[src/rtl/pci_par_pkg.sv]
package pci_par_pkg;
  // Fold of a vector to one bit: 1 when the count of ones is odd.
  function automatic logic odd_ones(input logic [63:0] v);
    return ^v;
  endfunction
endpackage

[src/rtl/pci_par_gen.sv]
module pci_par_gen #(
  parameter int AD_W = 32
) (
  input  logic                 clk,
  input  logic                 rst_n,
  input  logic [AD_W-1:0]      ad,
  input  logic [AD_W/8-1:0]    cbe,
  input  logic                 drive,
  output logic                 par_out,
  output logic                 par_oe
);
  import pci_par_pkg::*;
  localparam int CBE_W = AD_W / 8;
  localparam int PAD_W = 64 - AD_W - CBE_W;

  logic gen_bit;
  assign gen_bit = odd_ones({{PAD_W{1'b0}}, ad, cbe});

  always_ff @(posedge clk) begin
    if (!rst_n) begin
      par_out <= 1'b0;
      par_oe  <= 1'b0;
    end else begin
      par_out <= gen_bit;
      par_oe  <= drive;
    end
  end


  oe_on_chk: assert property (@(posedge clk) disable iff (!rst_n) drive |=> par_oe);

  oe_off_chk: assert property (@(posedge clk) disable iff (!rst_n) !drive |=> !par_oe);

  even_total_chk: assert property (@(posedge clk) disable iff (!rst_n)
    drive |=> ($countones({$past(ad), $past(cbe), par_out}) % 2 == 0));
endmodule

[src/rtl/pci_par_check.sv]
module pci_par_check #(
  parameter int AD_W = 32
) (
  input  logic                 clk,
  input  logic                 rst_n,
  input  logic [AD_W-1:0]      ad,
  input  logic [AD_W/8-1:0]    cbe,
  input  logic                 par_in,
  input  logic                 drive,
  input  logic                 addr_phase,
  input  logic                 data_valid,
  output logic                 addr_err,
  output logic                 data_err
);
  import pci_par_pkg::*;
  localparam int CBE_W = AD_W / 8;
  localparam int PAD_W = 64 - AD_W - CBE_W;

  logic pend_addr, pend_data, pend_par;
  logic arm_addr, arm_data;

  assign arm_addr = !drive && addr_phase;
  assign arm_data = !drive && !addr_phase && data_valid;

  always_ff @(posedge clk) begin
    if (!rst_n) begin
      pend_addr <= 1'b0;
      pend_data <= 1'b0;
      pend_par  <= 1'b0;
    end else begin
      pend_addr <= arm_addr;
      pend_data <= arm_data;
      pend_par  <= odd_ones({{PAD_W{1'b0}}, ad, cbe});
    end
  end

  assign addr_err = pend_addr && (pend_par != par_in);
  assign data_err = pend_data && (pend_par != par_in);


  no_check_on_drive_chk: assert property (@(posedge clk) disable iff (!rst_n)
    drive |=> !addr_err && !data_err);

  one_kind_chk: assert property (@(posedge clk) disable iff (!rst_n)
    !(addr_err && data_err));
endmodule

[src/rtl/pci_err_report.sv]
module pci_err_report (
  input  logic clk,
  input  logic rst_n,
  input  logic addr_err,
  input  logic data_err,
  input  logic per_en,
  input  logic serr_en,
  output logic perr_n,
  output logic perr_oe,
  output logic serr_n,
  output logic serr_oe,
  output logic sts_dpe,
  output logic sts_sse
);
  logic perr_asrt, perr_hold, serr_asrt, dpe_q;

  always_ff @(posedge clk) begin
    if (!rst_n) begin
      perr_asrt <= 1'b0;
      perr_hold <= 1'b0;
      serr_asrt <= 1'b0;
      dpe_q     <= 1'b0;
    end else begin
      perr_asrt <= data_err && per_en;
      perr_hold <= perr_asrt;
      serr_asrt <= addr_err && per_en && serr_en;
      dpe_q     <= addr_err || data_err;
    end
  end

  assign perr_n  = !perr_asrt;
  assign perr_oe = perr_asrt || perr_hold;
  assign serr_n  = !serr_asrt;
  assign serr_oe = serr_asrt;
  assign sts_dpe = dpe_q;
  assign sts_sse = serr_asrt;


  perr_release_chk: assert property (@(posedge clk) disable iff (!rst_n) !perr_n |=> perr_oe);

  serr_oe_chk: assert property (@(posedge clk) disable iff (!rst_n) serr_oe |-> !serr_n);

  sse_with_serr_chk: assert property (@(posedge clk) disable iff (!rst_n) !serr_n |-> sts_sse);

  dpe_follows_err_chk: assert property (@(posedge clk) disable iff (!rst_n)
    (addr_err || data_err) |=> sts_dpe);

  serr_gated_chk: assert property (@(posedge clk) disable iff (!rst_n)
    (addr_err && !(per_en && serr_en)) |=> serr_n);
endmodule

[src/rtl/pci_parity_unit.sv]
module pci_parity_unit #(
  parameter int AD_W = 32
) (
  input  logic                 clk,
  input  logic                 rst_n,
  input  logic [AD_W-1:0]      ad_in,
  input  logic [AD_W/8-1:0]    cbe_in,
  input  logic                 par_in,
  input  logic                 drive_ad,
  input  logic                 addr_phase,
  input  logic                 data_valid,
  input  logic                 cmd_per_en,
  input  logic                 cmd_serr_en,
  output logic                 par_out,
  output logic                 par_oe,
  output logic                 perr_n,
  output logic                 perr_oe,
  output logic                 serr_n,
  output logic                 serr_oe,
  output logic                 sts_dpe,
  output logic                 sts_sse
);
  logic addr_err, data_err;

  pci_par_gen #(.AD_W(AD_W)) u_gen (
    .clk(clk), .rst_n(rst_n), .ad(ad_in), .cbe(cbe_in), .drive(drive_ad),
    .par_out(par_out), .par_oe(par_oe)
  );

  pci_par_check #(.AD_W(AD_W)) u_chk (
    .clk(clk), .rst_n(rst_n), .ad(ad_in), .cbe(cbe_in), .par_in(par_in),
    .drive(drive_ad), .addr_phase(addr_phase), .data_valid(data_valid),
    .addr_err(addr_err), .data_err(data_err)
  );

  pci_err_report u_rep (
    .clk(clk), .rst_n(rst_n), .addr_err(addr_err), .data_err(data_err),
    .per_en(cmd_per_en), .serr_en(cmd_serr_en),
    .perr_n(perr_n), .perr_oe(perr_oe), .serr_n(serr_n), .serr_oe(serr_oe),
    .sts_dpe(sts_dpe), .sts_sse(sts_sse)
  );


  perr_needs_en_chk: assert property (@(posedge clk) disable iff (!rst_n)
    (data_err && cmd_per_en) |=> !perr_n);

  reset_quiet_chk: assert property (@(posedge clk) !rst_n |=> !par_oe && !perr_oe && !serr_oe);
endmodule

[config.mk]
export PLATFORM = sky130hd
export DESIGN_NAME = pci_parity_unit
export DESIGN_NICKNAME = d
export VERILOG_FILES = /design/src/rtl/pci_par_pkg.sv /design/src/rtl/pci_par_gen.sv /design/src/rtl/pci_par_check.sv /design/src/rtl/pci_err_report.sv /design/src/rtl/pci_parity_unit.sv
export SDC_FILE = /design/constraint.sdc
export NUM_CORES = 1
export LEC_CHECK = 0
export ABC_AREA = 0
export BUFFER_PORTS_ARGS = -buffer_cell sky130_fd_sc_hd__buf_2
export CELL_PAD_IN_SITES_DETAIL_PLACEMENT = 0
export CELL_PAD_IN_SITES_GLOBAL_PLACEMENT = 1
export CORE_MARGIN = 2
export CORE_UTILIZATION = 23
export CTS_BUF_LIST = sky130_fd_sc_hd__clkbuf_8
export DETAILED_ROUTE_END_ITERATION = 8
export GPL_TIMING_DRIVEN = 0
export PLACE_DENSITY = 0.86
export SLEW_MARGIN = 10
export SYNTH_ARGS = -nofsm -noshare
export SYNTH_HDL_FRONTEND = slang
export SYNTH_SLANG_ARGS = --single-unit
[constraint.sdc]
create_clock -name clk -period 1.4 [get_ports clk]
set_clock_uncertainty 0.1 [all_clocks]
set_input_delay 0.14 -clock clk [delete_from_list [all_inputs] [get_ports clk]]
set_output_delay 0.14 -clock clk [all_outputs]
set_load 0.05 [all_outputs]
==> impl_results.md <==
- Height of the die: 54.5 um
- Die Area: 2970 sq um
- Final WL: 1280 um
- YS warnings: 0
- LEAKAGE: 0.484 nW
- Post-CTS Setup Inserts: 0
- Setup violators final: 0
- CP startpoint: ad_in[22]
- H-tree Lvls: 1
- Max-cap violations: 0
- HP Start: cmd_serr_en
- Half-perimeter wire length after placement: 1150 um
- Post-synth EDFFs: 0
- GP Congestion: 0.648
- Most frequent cell after synthesis: xnor2_1
- Dpl ws: -0.169 ns
- Synthesized area per cell: 9.92 sq um
- I/O pin count: 52
- Final worst slack: 0.101 ns
- # nets final: 161
- CP Capture Type: flip-flop
- Cell taking the most area after synthesis: xnor2_1
- Row count: 18
- DR DRC count: 0
- Slew margin rel.: 83.0%
- Post-route cell area: 976 sq um
- Port bufs: 51
- CTS tree: done
- CTS root buffer: clkbuf_8
- Final Critical Period: 1.30 ns
- Async set-reset flop share out of synthesis: 0%
- WP data required: 1.45 ns
- RR Startpoint: u_chk.pend_par
- Critical Path, Cell by Cell: buf_2, xnor2_1, xnor2_2, xnor3_1, or2_4, mux2i_1
- Endpoints failing hold: 0
- Core ar.: 2450 sq um
- Critical path's top delay family: XOR/XNOR gates
- Final ANT Viol Nets: 0
- Syn-to-layout area delta: 66.7%
- Drt first pass iters: 3
- Synth area leaders: xnor2_1, dfxtp_1, xnor3_1
- Critical Path AT: 1.35 ns
- Worst stage delay on the critical path: 0.34 ns
- Status: completed
- Slowest cell on the critical path: xnor3_1
- FF+latch count, synth: 8
- Kind of critical path: input pin to flip-flop
- Setup_tns: 0 ns
- Initial antenna violation count: 0
- Worst setup SP type: input pin
- CP Buf/Inv Count: 1
- Starting DRC count in detailed routing: 3
- Max VDD drop: 566 uV
- Fillers: 259
- Antenna diodes: 0
- Post-synthesis sequential area ratio: 27.4%
- Most frequent cells after synthesis: xnor2_1, dfxtp_1, xor2_1, inv_1, nor2_1
- Pwr Density: 1040 nW/um^2
- Predominant post-synthesis flop cell: dfxtp_1
- Sink Count: 8
- Synth top area share: 37.4%
- Actual slew at the worst max-slew pin: 0.253 ns
- Reg clk slew, reported paths: 0.04 ns
- Netlist cell types: 17
- CP Max Fanout: 2
- Post-Synthesis Cell Area: 586 sq um
- Fraction of layout cells with a size suffix above 1: 53.0%
- First-pass GRT wire length: 2070 um
- Vias per cell: 3.85
- Die outline width: 54.5 um
- Total Power: 0.00101 W
- TritonCTS Buffers: 3
- Syn Inst Count: 59
- Final Non-Filler Cells: 145
- Vias: 558
- Starting density of the core: 23.9%
- Placed Cells incl. Taps: 140
- Max Fclk: 0.770 GHz
- Hold crit path type: input pin to flip-flop
- Vias in the first global route: 585
- Mapped Nets: 103
- Overall Global Routing Usage: 9.90%
- Placed Area: 878 sq um
- Final slew viol count: 0
- Clk buf depth: 2
- GRT overflow: 0
- Largest net degree at the start of global routing: 6
- Period utilization: 92.8%
- Wire length per cell: 8.80 um
- Clock insertion delay at the later pin of the skew report: 0.22 ns
path summary, 6_finish.rpt:
path                     to  slack (ns)  cells after the start
max          u_chk.pend_par        0.10                      6
min           u_rep.serr_oe        0.05                      3
max reg2reg   u_rep.serr_oe        0.46                      3
min reg2reg   u_rep.serr_oe        0.33                      2
through the flow:
step	util [%]	hold WS, ns
detailed placement	35.8	0.227
CTS	38.3	0.0455
finish	39.8	0.0459
floorplan	-	0.116
global route	39.8	0.0677
global placement	35.8	0.217
tightest hold or removal path: stages:
cell     delay, ns
buf_2         0.10
nand2_1       0.05
nor2_1        0.03
metal layers:
layer	vias to the layer above	wire, um	GRT usage (%)
met5	-	0	0
met4	0	0	5.00
met3	0	141	4.10
met2	32	667	19.5
met1	231	467	8.26
li1	295	-	-
layout by cell type, fill, tap and decap left out, drive strengths merged:
| cell | synthesis | layout |
|---|---|---|
| and2 | 1 | 1 |
| buf | 1 | 52 |
| clkbuf | 0 | 3 |
| dfxtp | 8 | 8 |
| dlygate4sd3 | 0 | 2 |
| inv | 4 | 4 |
| mux2i | 1 | 1 |
| nand2 | 2 | 2 |
| nand3 | 1 | 1 |
| nor2 | 3 | 3 |
| nor3b | 1 | 1 |
| nor4b | 1 | 1 |
| o211a | 1 | 1 |
| or2 | 2 | 2 |
| xnor2 | 26 | 26 |
| xnor3 | 2 | 2 |
| xor2 | 5 | 5 |
state kept, by name (all words and copies together) (netlist names):
signal / flops
u_chk.pend_addr: 1
u_chk.pend_data: 1
u_chk.pend_par: 1
u_gen.par_oe: 1
u_rep.perr_asrt: 1
u_rep.perr_hold: 1
u_rep.serr_oe: 1
u_rep.sts_dpe: 1
logic make-up (layout without fill, tap and decap cells):
group | after synthesis | after routing | share of synthesized area, %
xor+xnor | 33 | 33 | 55.3
simple gates | 11 | 11 | 10.0
flops | 8 | 8 | 27.3
buf+inv | 5 | 61 | 3.85
compound gates | 1 | 1 | 1.71
mux | 1 | 1 | 1.71
cell type report:
cell class	instances	area [sq um]	area share (%)
Buffer	1	7.51	0.769
Clock buffer	3	41.3	4.23
Inverter	4	15.0	1.54
Multi-Input combinational cell	46	420	43.1
Sequential cell	8	160	16.4
Tap cell	30	37.5	3.85
Timing Repair Buffer	53	294	30.1
what timing repair did:
| action | in CTS | in global routing |
|---|---|---|
| gates resized for setup | 0 | 6 |
| endpoints found under the setup margin | 0 | 1 |
| hold buffers | 2 | 0 |
| endpoints found under the hold margin | 1 | 0 |
report_power, final:
part | leakage (nW) | internal (W) | switching (W)
sequential | 0.0653 | 0.000248 | 0.00000963
clock | 0.0216 | 0.000186 | 0.0000839
combinational | 0.397 | 0.000280 | 0.000203
total | 0.484 | 0.000714 | 0.000297
(Power assumes the default switching activity.)
